File: config.mk
export PLATFORM = sky130hd
export DESIGN_NAME = adc_dma_addr_gen
export DESIGN_NICKNAME = d
export VERILOG_FILES = /design/src/rtl/adg_pkg.sv /design/src/rtl/adg_qualify.sv /design/src/rtl/adg_counters.sv /design/src/rtl/adg_addr_calc.sv /design/src/rtl/adc_dma_addr_gen.sv
export SDC_FILE = /design/constraint.sdc
export NUM_CORES = 1
export LEC_CHECK = 0
export ABC_CLOCK_PERIOD_IN_PS = 7400
export BUFFER_PORTS_ARGS = -buffer_cell sky130_fd_sc_hd__buf_2
export CAP_MARGIN = 20
export CORE_UTILIZATION = 50
export CTS_BUF_LIST = sky130_fd_sc_hd__clkbuf_8
export CTS_CLUSTER_DIAMETER = 100
export DETAILED_ROUTE_END_ITERATION = 12
export GPL_TIMING_DRIVEN = 0
export PLACE_DENSITY_LB_ADDON = 0.3
export SETUP_SLACK_MARGIN = 0.05
export SLEW_MARGIN = 0
export SYNTH_ARGS = -nofsm -noshare
export SYNTH_HDL_FRONTEND = slang
export SYNTH_SLANG_ARGS = --single-unit
File: constraint.sdc
create_clock -name clk -period 7.4 [get_ports clk]
set_clock_uncertainty 0.1 [all_clocks]
set_input_delay 0.37 -clock clk [delete_from_list [all_inputs] [get_ports clk]]
set_output_delay 0.37 -clock clk [all_outputs]
set_load 0.01 [all_outputs]
File: src/rtl/adg_pkg.sv
package adg_pkg;
  typedef enum logic {
    FILL_SCATTER = 1'b0,
    FILL_ORDER   = 1'b1
  } fill_mode_e;
endpackage

File: src/rtl/adg_qualify.sv
// Decides whether an accepted conversion produces a transfer and whether it closes a sequence.
module adg_qualify #(
  parameter int IDX_W      = 4,
  parameter int SLOT_W     = 2,
  parameter int NUM_INPUTS = 13
) (
  input  logic              accept,
  input  logic [IDX_W-1:0]  idx,
  input  logic [SLOT_W-1:0] slot,
  input  logic              last,
  input  logic              hires,
  output logic              qual,
  output logic              seq_end
);
  localparam logic [IDX_W-1:0] LAST_IDX = IDX_W'(NUM_INPUTS - 1);

  logic idx_ok;
  logic slot_ok;

  always_comb begin
    idx_ok  = (idx <= LAST_IDX);
    // single sample/hold in high-resolution mode: only slot 0 converts
    slot_ok = !hires || (slot == '0);
    qual    = accept && idx_ok && slot_ok;
    seq_end = qual && (hires || last);
  end
endmodule

File: src/rtl/adg_counters.sv
// Sequence counter, scatter pointer and conversion-order count.
module adg_counters #(
  parameter int INCR_W     = 4,
  parameter int SIZE_SEL_W = 3,
  parameter int ORD_W      = 4,
  localparam int PTR_W     = (1 << SIZE_SEL_W) - 1
) (
  input  logic                  clk,
  input  logic                  rst_n,
  input  logic                  clear,
  input  logic                  qual,
  input  logic                  seq_end,
  input  logic [INCR_W-1:0]     incr_sel,
  input  logic [SIZE_SEL_W-1:0] size_sel,
  output logic [PTR_W-1:0]      ptr,
  output logic [ORD_W-1:0]      ord
);
  logic [INCR_W-1:0] seq_q;
  logic [PTR_W:0]    size;
  logic [PTR_W:0]    ptr_next;

  always_comb begin
    size     = (PTR_W + 1)'(1) << size_sel;
    ptr_next = {1'b0, ptr} + (PTR_W + 1)'(1);
  end

  always_ff @(posedge clk or negedge rst_n) begin
    if (!rst_n) begin
      seq_q <= '0;
      ptr   <= '0;
    end else if (clear) begin
      seq_q <= '0;
      ptr   <= '0;
    end else if (seq_end) begin
      if (seq_q == incr_sel) begin
        seq_q <= '0;
        ptr   <= (ptr_next >= size) ? '0 : ptr_next[PTR_W-1:0];
      end else begin
        seq_q <= seq_q + INCR_W'(1);
      end
    end
  end

  always_ff @(posedge clk or negedge rst_n) begin
    if (!rst_n)      ord <= '0;
    else if (clear)  ord <= '0;
    else if (qual)   ord <= ord + ORD_W'(1);
  end
endmodule

File: src/rtl/adg_addr_calc.sv
// Combinational word address for both fill modes.
module adg_addr_calc #(
  parameter int ADDR_W     = 16,
  parameter int IDX_W      = 4,
  parameter int SIZE_SEL_W = 3,
  parameter int ORD_W      = 4,
  localparam int PTR_W     = (1 << SIZE_SEL_W) - 1
) (
  input  adg_pkg::fill_mode_e   mode,
  input  logic [ADDR_W-1:0]     base,
  input  logic [IDX_W-1:0]      idx,
  input  logic [SIZE_SEL_W-1:0] size_sel,
  input  logic [PTR_W-1:0]      ptr,
  input  logic [ORD_W-1:0]      ord,
  output logic [ADDR_W-1:0]     addr
);
  logic [ADDR_W-1:0] region;

  always_comb begin
    region = ADDR_W'(idx) << size_sel;
    if (mode == adg_pkg::FILL_ORDER) addr = base + ADDR_W'(ord);
    else                             addr = base + region + ADDR_W'(ptr);
  end
endmodule

File: src/rtl/adc_dma_addr_gen.sv
module adc_dma_addr_gen #(
  parameter int ADDR_W       = 16,
  parameter int IDX_W        = 4,
  parameter int SLOT_W       = 2,
  parameter int NUM_INPUTS   = 13,
  parameter int INCR_W       = 4,
  parameter int SIZE_SEL_W   = 3,
  parameter int ORDER_DEPTH  = 16,
  localparam int ORD_W       = $clog2(ORDER_DEPTH),
  localparam int PTR_W       = (1 << SIZE_SEL_W) - 1
) (
  input  logic                  clk,
  input  logic                  rst_n,
  input  logic                  cfg_enable,
  input  logic                  cfg_fill_order,
  input  logic [INCR_W-1:0]     cfg_seq_per_step,
  input  logic [SIZE_SEL_W-1:0] cfg_size_sel,
  input  logic                  cfg_hires,
  input  logic [ADDR_W-1:0]     cfg_base,
  input  logic                  conv_valid,
  output logic                  conv_ready,
  input  logic [IDX_W-1:0]      conv_input,
  input  logic [SLOT_W-1:0]     conv_slot,
  input  logic                  conv_last,
  output logic                  dma_req,
  output logic [ADDR_W-1:0]     dma_addr
);
  logic                hires_q;
  logic                accept;
  logic                qual;
  logic                seq_end;
  logic [PTR_W-1:0]    ptr;
  logic [ORD_W-1:0]    ord;
  logic [ADDR_W-1:0]   addr_c;
  adg_pkg::fill_mode_e mode;

  assign conv_ready = cfg_enable;
  assign accept     = conv_valid && conv_ready;
  assign mode       = cfg_fill_order ? adg_pkg::FILL_ORDER : adg_pkg::FILL_SCATTER;

  // resolution mode is sampled only while the block is off
  always_ff @(posedge clk or negedge rst_n) begin
    if (!rst_n)           hires_q <= 1'b0;
    else if (!cfg_enable) hires_q <= cfg_hires;
  end

  adg_qualify #(
    .IDX_W(IDX_W), .SLOT_W(SLOT_W), .NUM_INPUTS(NUM_INPUTS)
  ) u_qual (
    .accept(accept), .idx(conv_input), .slot(conv_slot), .last(conv_last),
    .hires(hires_q), .qual(qual), .seq_end(seq_end)
  );

  adg_counters #(
    .INCR_W(INCR_W), .SIZE_SEL_W(SIZE_SEL_W), .ORD_W(ORD_W)
  ) u_cnt (
    .clk(clk), .rst_n(rst_n), .clear(!cfg_enable), .qual(qual),
    .seq_end(seq_end), .incr_sel(cfg_seq_per_step), .size_sel(cfg_size_sel),
    .ptr(ptr), .ord(ord)
  );

  adg_addr_calc #(
    .ADDR_W(ADDR_W), .IDX_W(IDX_W), .SIZE_SEL_W(SIZE_SEL_W), .ORD_W(ORD_W)
  ) u_addr (
    .mode(mode), .base(cfg_base), .idx(conv_input), .size_sel(cfg_size_sel),
    .ptr(ptr), .ord(ord), .addr(addr_c)
  );

  // address and request leave through one register stage together
  always_ff @(posedge clk or negedge rst_n) begin
    if (!rst_n) begin
      dma_req  <= 1'b0;
      dma_addr <= '0;
    end else begin
      dma_req <= qual;
      if (qual) dma_addr <= addr_c;
    end
  end
endmodule

* Word level (Yosys, flattened, before mapping) *
Cells that the tools add are included.

word-level totals
  latch bits = 0
  RAM bits = 0
  memories = 0
  ROM bits = 0
  register bits after elaboration = 33

cells by class
  magnitude comparators = 2
  reduce and logical (&&, ||, !) cells = 9
  mux-type cells = 11
  $mul = 0
  bitwise logic cells = 0
  shift-type cells = 2
  equality and inequality tests = 4
  $add $sub $neg = 6
  divide/modulo/power cells = 0

operators with widths
  cell                                                                      count
  7-bit 2-to-1 mux                                                          4
  4-bit 2-to-1 mux                                                          5
  16-bit adder                                                              1
  16-bit by 4-bit adder with 16-bit output                                  1
  16-bit by 7-bit adder with 16-bit output                                  1
  16-bit 2-to-1 mux                                                         1
  4-bit by 3-bit << shifter with 16-bit output                              1
  4-bit by 1-bit adder with 4-bit output (second input constant)            2
  7-bit by 1-bit adder with 8-bit output (second input constant)            1
  8-bit greater-or-equal comparator                                         1
  1-bit by 3-bit << shifter with 8-bit output (first input constant)        1
  2-bit by 1-bit inequality test with 1-bit output (second input constant)  3
  4-bit equality test                                                       1
  4-bit less-or-equal comparator (second input constant)                    1
  1-bit logical AND                                                         4
  2-bit zero test                                                           1
  1-bit logical OR                                                          2
  2-bit AND reduction                                                       1
  1-bit zero test                                                           1
  1-bit 2-to-1 mux                                                          1

* Logic depth before layout (Yosys ltp) *
  depth in word-level cells = 6
  gate-level depth with buffers = 14
  mapped depth without buffers = 13

* Hierarchy *
A second synthesis with hierarchy kept.

second synthesis, totals
  cell total of the unflattened synthesis = 364
  area, all modules = 3415.8 µm²

modules (own cells, without submodules)
  module            sequential area each (µm²)  instances  area each (µm²)  cells each
  adg_addr_calc     0.0                         1          1539.0           197
  adg_counters      375.4                       1          1101.1           121
  adc_dma_addr_gen  450.4                       1          728.2            40
  adg_qualify       0.0                         1          47.5             6

* Worst setup path after synthesis *
OpenSTA, ideal clock, no wires.

  kind = input to register
  start point = input cfg_size_sel[0]
  end point = register dma_addr[15]
  setup time = 0.127 ns
  path buffers = 1
  arrival time = 3.081 ns
  cell stages on the path = 13
  path slack = 4.092 ns
  data required time = 7.173 ns
  cells stage by stage = clkbuf_1 -> mux2i_1 -> nor3_1 -> fa_1 -> ha_1 -> inv_1 -> fa_1 -> nor2b_4 -> o31a_1 -> o31ai_1 -> a211oi_1 -> mux2i_1 -> nand3_1

between the ends
  longest elaborated chain between the ends = 4

RTL lines
  item                                          RTL line                text
  from (decl)                                   adc_dma_addr_gen.sv:17  input logic [SIZE_SEL_W-1:0] cfg_size_sel,
  4-bit by 3-bit << shifter with 16-bit output  adg_addr_calc.sv:20     region = ADDR_W'(idx) << size_sel;
  16-bit adder                                  adg_addr_calc.sv:22     else addr = base + region + ADDR_W'(ptr);
  16-bit by 7-bit adder with 16-bit output      adg_addr_calc.sv:22
  16-bit 2-to-1 mux                             adg_addr_calc.sv:21     if (mode == adg_pkg::FILL_ORDER) addr = base + ADDR_W'(ord);
  to (signal assigned)                          adc_dma_addr_gen.sv:76  if (qual) dma_addr <= addr_c;
  to (decl)                                     adc_dma_addr_gen.sv:26  output logic [ADDR_W-1:0] dma_addr

No other way between the ends.
A chain may end at the register's enable or synchronous reset.

* Worst setup path in the final report *
Same ends and word-level chain as after synthesis.

==> results.py <==
metrics = {
    "status": {
        "status": "finished clean",
    },
    "drt": {
        "firstDrtPassIters": 4,
        "drt_iter0_drc": 132,
        "antenna_left": 0,
        "drc_errors": 0,
        "routed_wirelength_um": 7650,
        "wl_per_cell_um": 14.9,
        "post_drt_via_cell_ratio": 5.77,
        "vias": 2974,
    },
    "clocking": {
        "hold_buffers": 0,
        "postCtsSetupRepairBufs": 0,
        "path_clk_slew_ps": 70,
        "cts_buffers": 5,
        "cts_tree": "done",
        "insertion_delay_ps": 280,
        "clock_tree.root_cell": "clkbuf_8",
        "cts_resized": 0,
        "h-tree-depth": 2,
        "clk_path_buf_depth": 2,
        "clock_sink_count": 33,
    },
    "grt": {
        "gr-total-overflow": 0,
        "grt.total_usage": 0.240,
        "grt_max_degree": 34,
        "grt_pass1_wl_um": 12300,
        "grt_pass1_vias": 2567,
        "grt_antenna_before_repair": 0,
    },
    "synthesis": {
        "yosys_warnings": 0,
        "syn_nets": 457,
        "async_reset_ff_frac": 1.00,
        "synth_edf_count": 0,
        "synth-seq-area-share": 0.256,
        "synth.distinct_cells": 56,
        "syn-cell-area_mm2": 0.00322,
        "synth_cells": 382,
        "avgSynthCellArea_um2": 8.43,
        "synth_seq_cells": 33,
        "synthFlopType": "dfrtp_1",
    },
    "pwr": {
        "power_frac_seq": 0.391,
        "total_power_mw": 0.592,
        "vdd.ir_drop.worst_mv": 0.0991,
        "p_per_area_mw_per_mm2": 162,
        "switchingPower_mw": 0.219,
        "leakage_nw": 1.77,
        "swShare": 0.370,
        "internal_power_mw": 0.373,
        "power_frac_clock": 0.212,
        "comb_power_share": 0.397,
    },
    "critical_path": {
        "critPathCaptureType": "flip-flop",
        "crit_end": "dma_addr[15]",
        "cp-startpoint": "cfg_size_sel[0]",
        "cp-start-kind": "primary input",
        "r2r.worst_path.cells": 12,
        "crit_required_ps": 7470,
        "critical_path_arrival_ps": 3630,
        "r2r_end": "dma_addr[15]",
        "crit_type": "in2reg",
        "worstPathMaxFanout": 10,
        "reg2reg_slack_ps": 4300,
        "timing.rr.start": "u_cnt.ptr[0]",
    },
    "timing": {
        "setup_violations": 0,
        "maxClockFrequency_mhz": 281,
        "finalHoldViolCount": 0,
        "min_period_over_period": 0.481,
        "rsz0062_at_grt": "no",
        "slew-limit-headroom": 0.512,
        "tightest_slew_ps": 731,
        "fin_ws_ps": 3840,
        "finalCriticalPeriod_ps": 3560,
        "tns_ps": 0,
        "slew_viol_final": 0,
    },
    "floorplanning": {
        "die_x_um": 82.3,
        "io-pin-count": 54,
        "initial_utilization": 0.531,
        "die_area_mm2": 0.00677,
        "core_area_mm2": 0.00606,
        "rows": 28,
        "die_h_um": 82.3,
    },
    "min_path": {
        "holdCritPathClass": "in2async",
    },
    "place": {
        "place_hpwl_um": 6140,
        "post-place-cells": 509,
        "gp_congestion": 0.876,
        "io_buffer_count": 52,
        "pre_cts_ws_ps": 3550,
    },
    "layout": {
        "fin_cells": 515,
        "final_util": 0.602,
        "layout-drive-gt1-share": 0.175,
        "layout_commonest_cell": "buf_2",
        "area_growth_pct": 13.3,
        "nNetsFinal": 516,
        "antennaDiodeCount": 0,
        "layout_common_cells": "buf_2, nand2_1, dfrtp_1, ha_1, nor2_1",
    },
    "run": {
        "cap_viol_max_count": 0,
    },
}
metal layers:
metal	up-vias	wire length (um)	GRT usage
li1	1478	-	-
met4	0	83	0.0614
met5	-	0	0
met3	9	343	0.0242
met2	86	3450	0.375
met1	1401	3770	0.352
per-stage QoR:
step,hold slack [ps],area (um2)
after floorplan,-25.6,3220
after global placement,358,3570
after detailed placement,368,3570
after CTS,77.0,3650
after global routing,119,3650
final,41.6,3650
worst max-delay path, cell delays in order:
cell and delay, ps:
buf_2 110, clkbuf_1 340, mux2i_1 330, nor3_1 120, fa_1 510, ha_1 160, inv_1 50, fa_1 420
nor2b_4 160, o31a_1 260, o31ai_1 110, a211oi_1 360, mux2i_1 230, nand3_1 90
cell type report:
type                            instances  area, um2
Clock buffer                            5       68.8
Inverter                               21       80.1
Tap cell                               75       93.8
Multi-Input combinational cell        315       2260
Clock inverter                          1       5.00
Fill cell                             550       2410
Sequential cell                        33        826
Timing Repair Buffer                   52        260
Buffer                                 13       53.8
cell usage after synthesis (5+ instances only):
library cell / count / area share
nor3_1: 7 / 0.011
mux2i_1: 6 / 0.019
fa_1: 9 / 0.056
and3_1: 6 / 0.012
xnor2_1: 20 / 0.054
nand3_1: 19 / 0.030
clkbuf_1: 10 / 0.012
nor2_1: 28 / 0.033
nor2b_1: 5 / 0.0097
nand2_1: 47 / 0.055
a21o_1: 8 / 0.019
a211oi_1: 8 / 0.019
dfrtp_1: 33 / 0.26
o21ai_0: 27 / 0.042
ha_1: 30 / 0.12
inv_1: 19 / 0.022
and2_1: 5 / 0.0097
xor2_1: 5 / 0.014
a21oi_1: 19 / 0.030
nand2b_1: 8 / 0.016
kinds of logic (layout without fill, tap and decap cells):
family,after synthesis,in the layout,share of synthesized area
AOI/OAI and AO/OA,99,99,0.211
DFF,33,33,0.256
muxes,10,10,0.0338
and+or+nand+nor,142,142,0.217
buffers and inverters,34,92,0.0416
xor gates and xnor gates,25,25,0.0680
adders and majority gates,39,39,0.172
worst min-delay path by stage:
stage               start      endpoint  slack (ps)  depth (start not counted)
floorplan           rst_n   dma_addr[0]         -30                          0
global placement    rst_n       dma_req         360                          1
detailed placement  rst_n  dma_addr[13]         370                          1
CTS                 rst_n  dma_addr[11]          80                          1
global route        rst_n  dma_addr[11]         120                          1
finish              rst_n   dma_addr[8]          40                          1
flip-flops by register name, summed over array words and instances (netlist names):
register	cells
dma_addr	16
u_cnt.seq_q	4
u_cnt.ptr	7
u_cnt.ord	4
hires_q	1
dma_req	1
power groups by stage:
stage / combinational [mW] / clock, mW / sequential (mW)
6_report: 0.235 / 0.126 / 0.232
5_1_grt: 0.266 / 0.135 / 0.236
4_1_cts: 0.235 / 0.127 / 0.232
3_5_place_dp: 0.234 / 0 / 0.235
3_3_place_gp: 0.226 / 0 / 0.233
2_1_floorplan: 0.146 / 0 / 0.243
(Power assumes the default switching activity.)
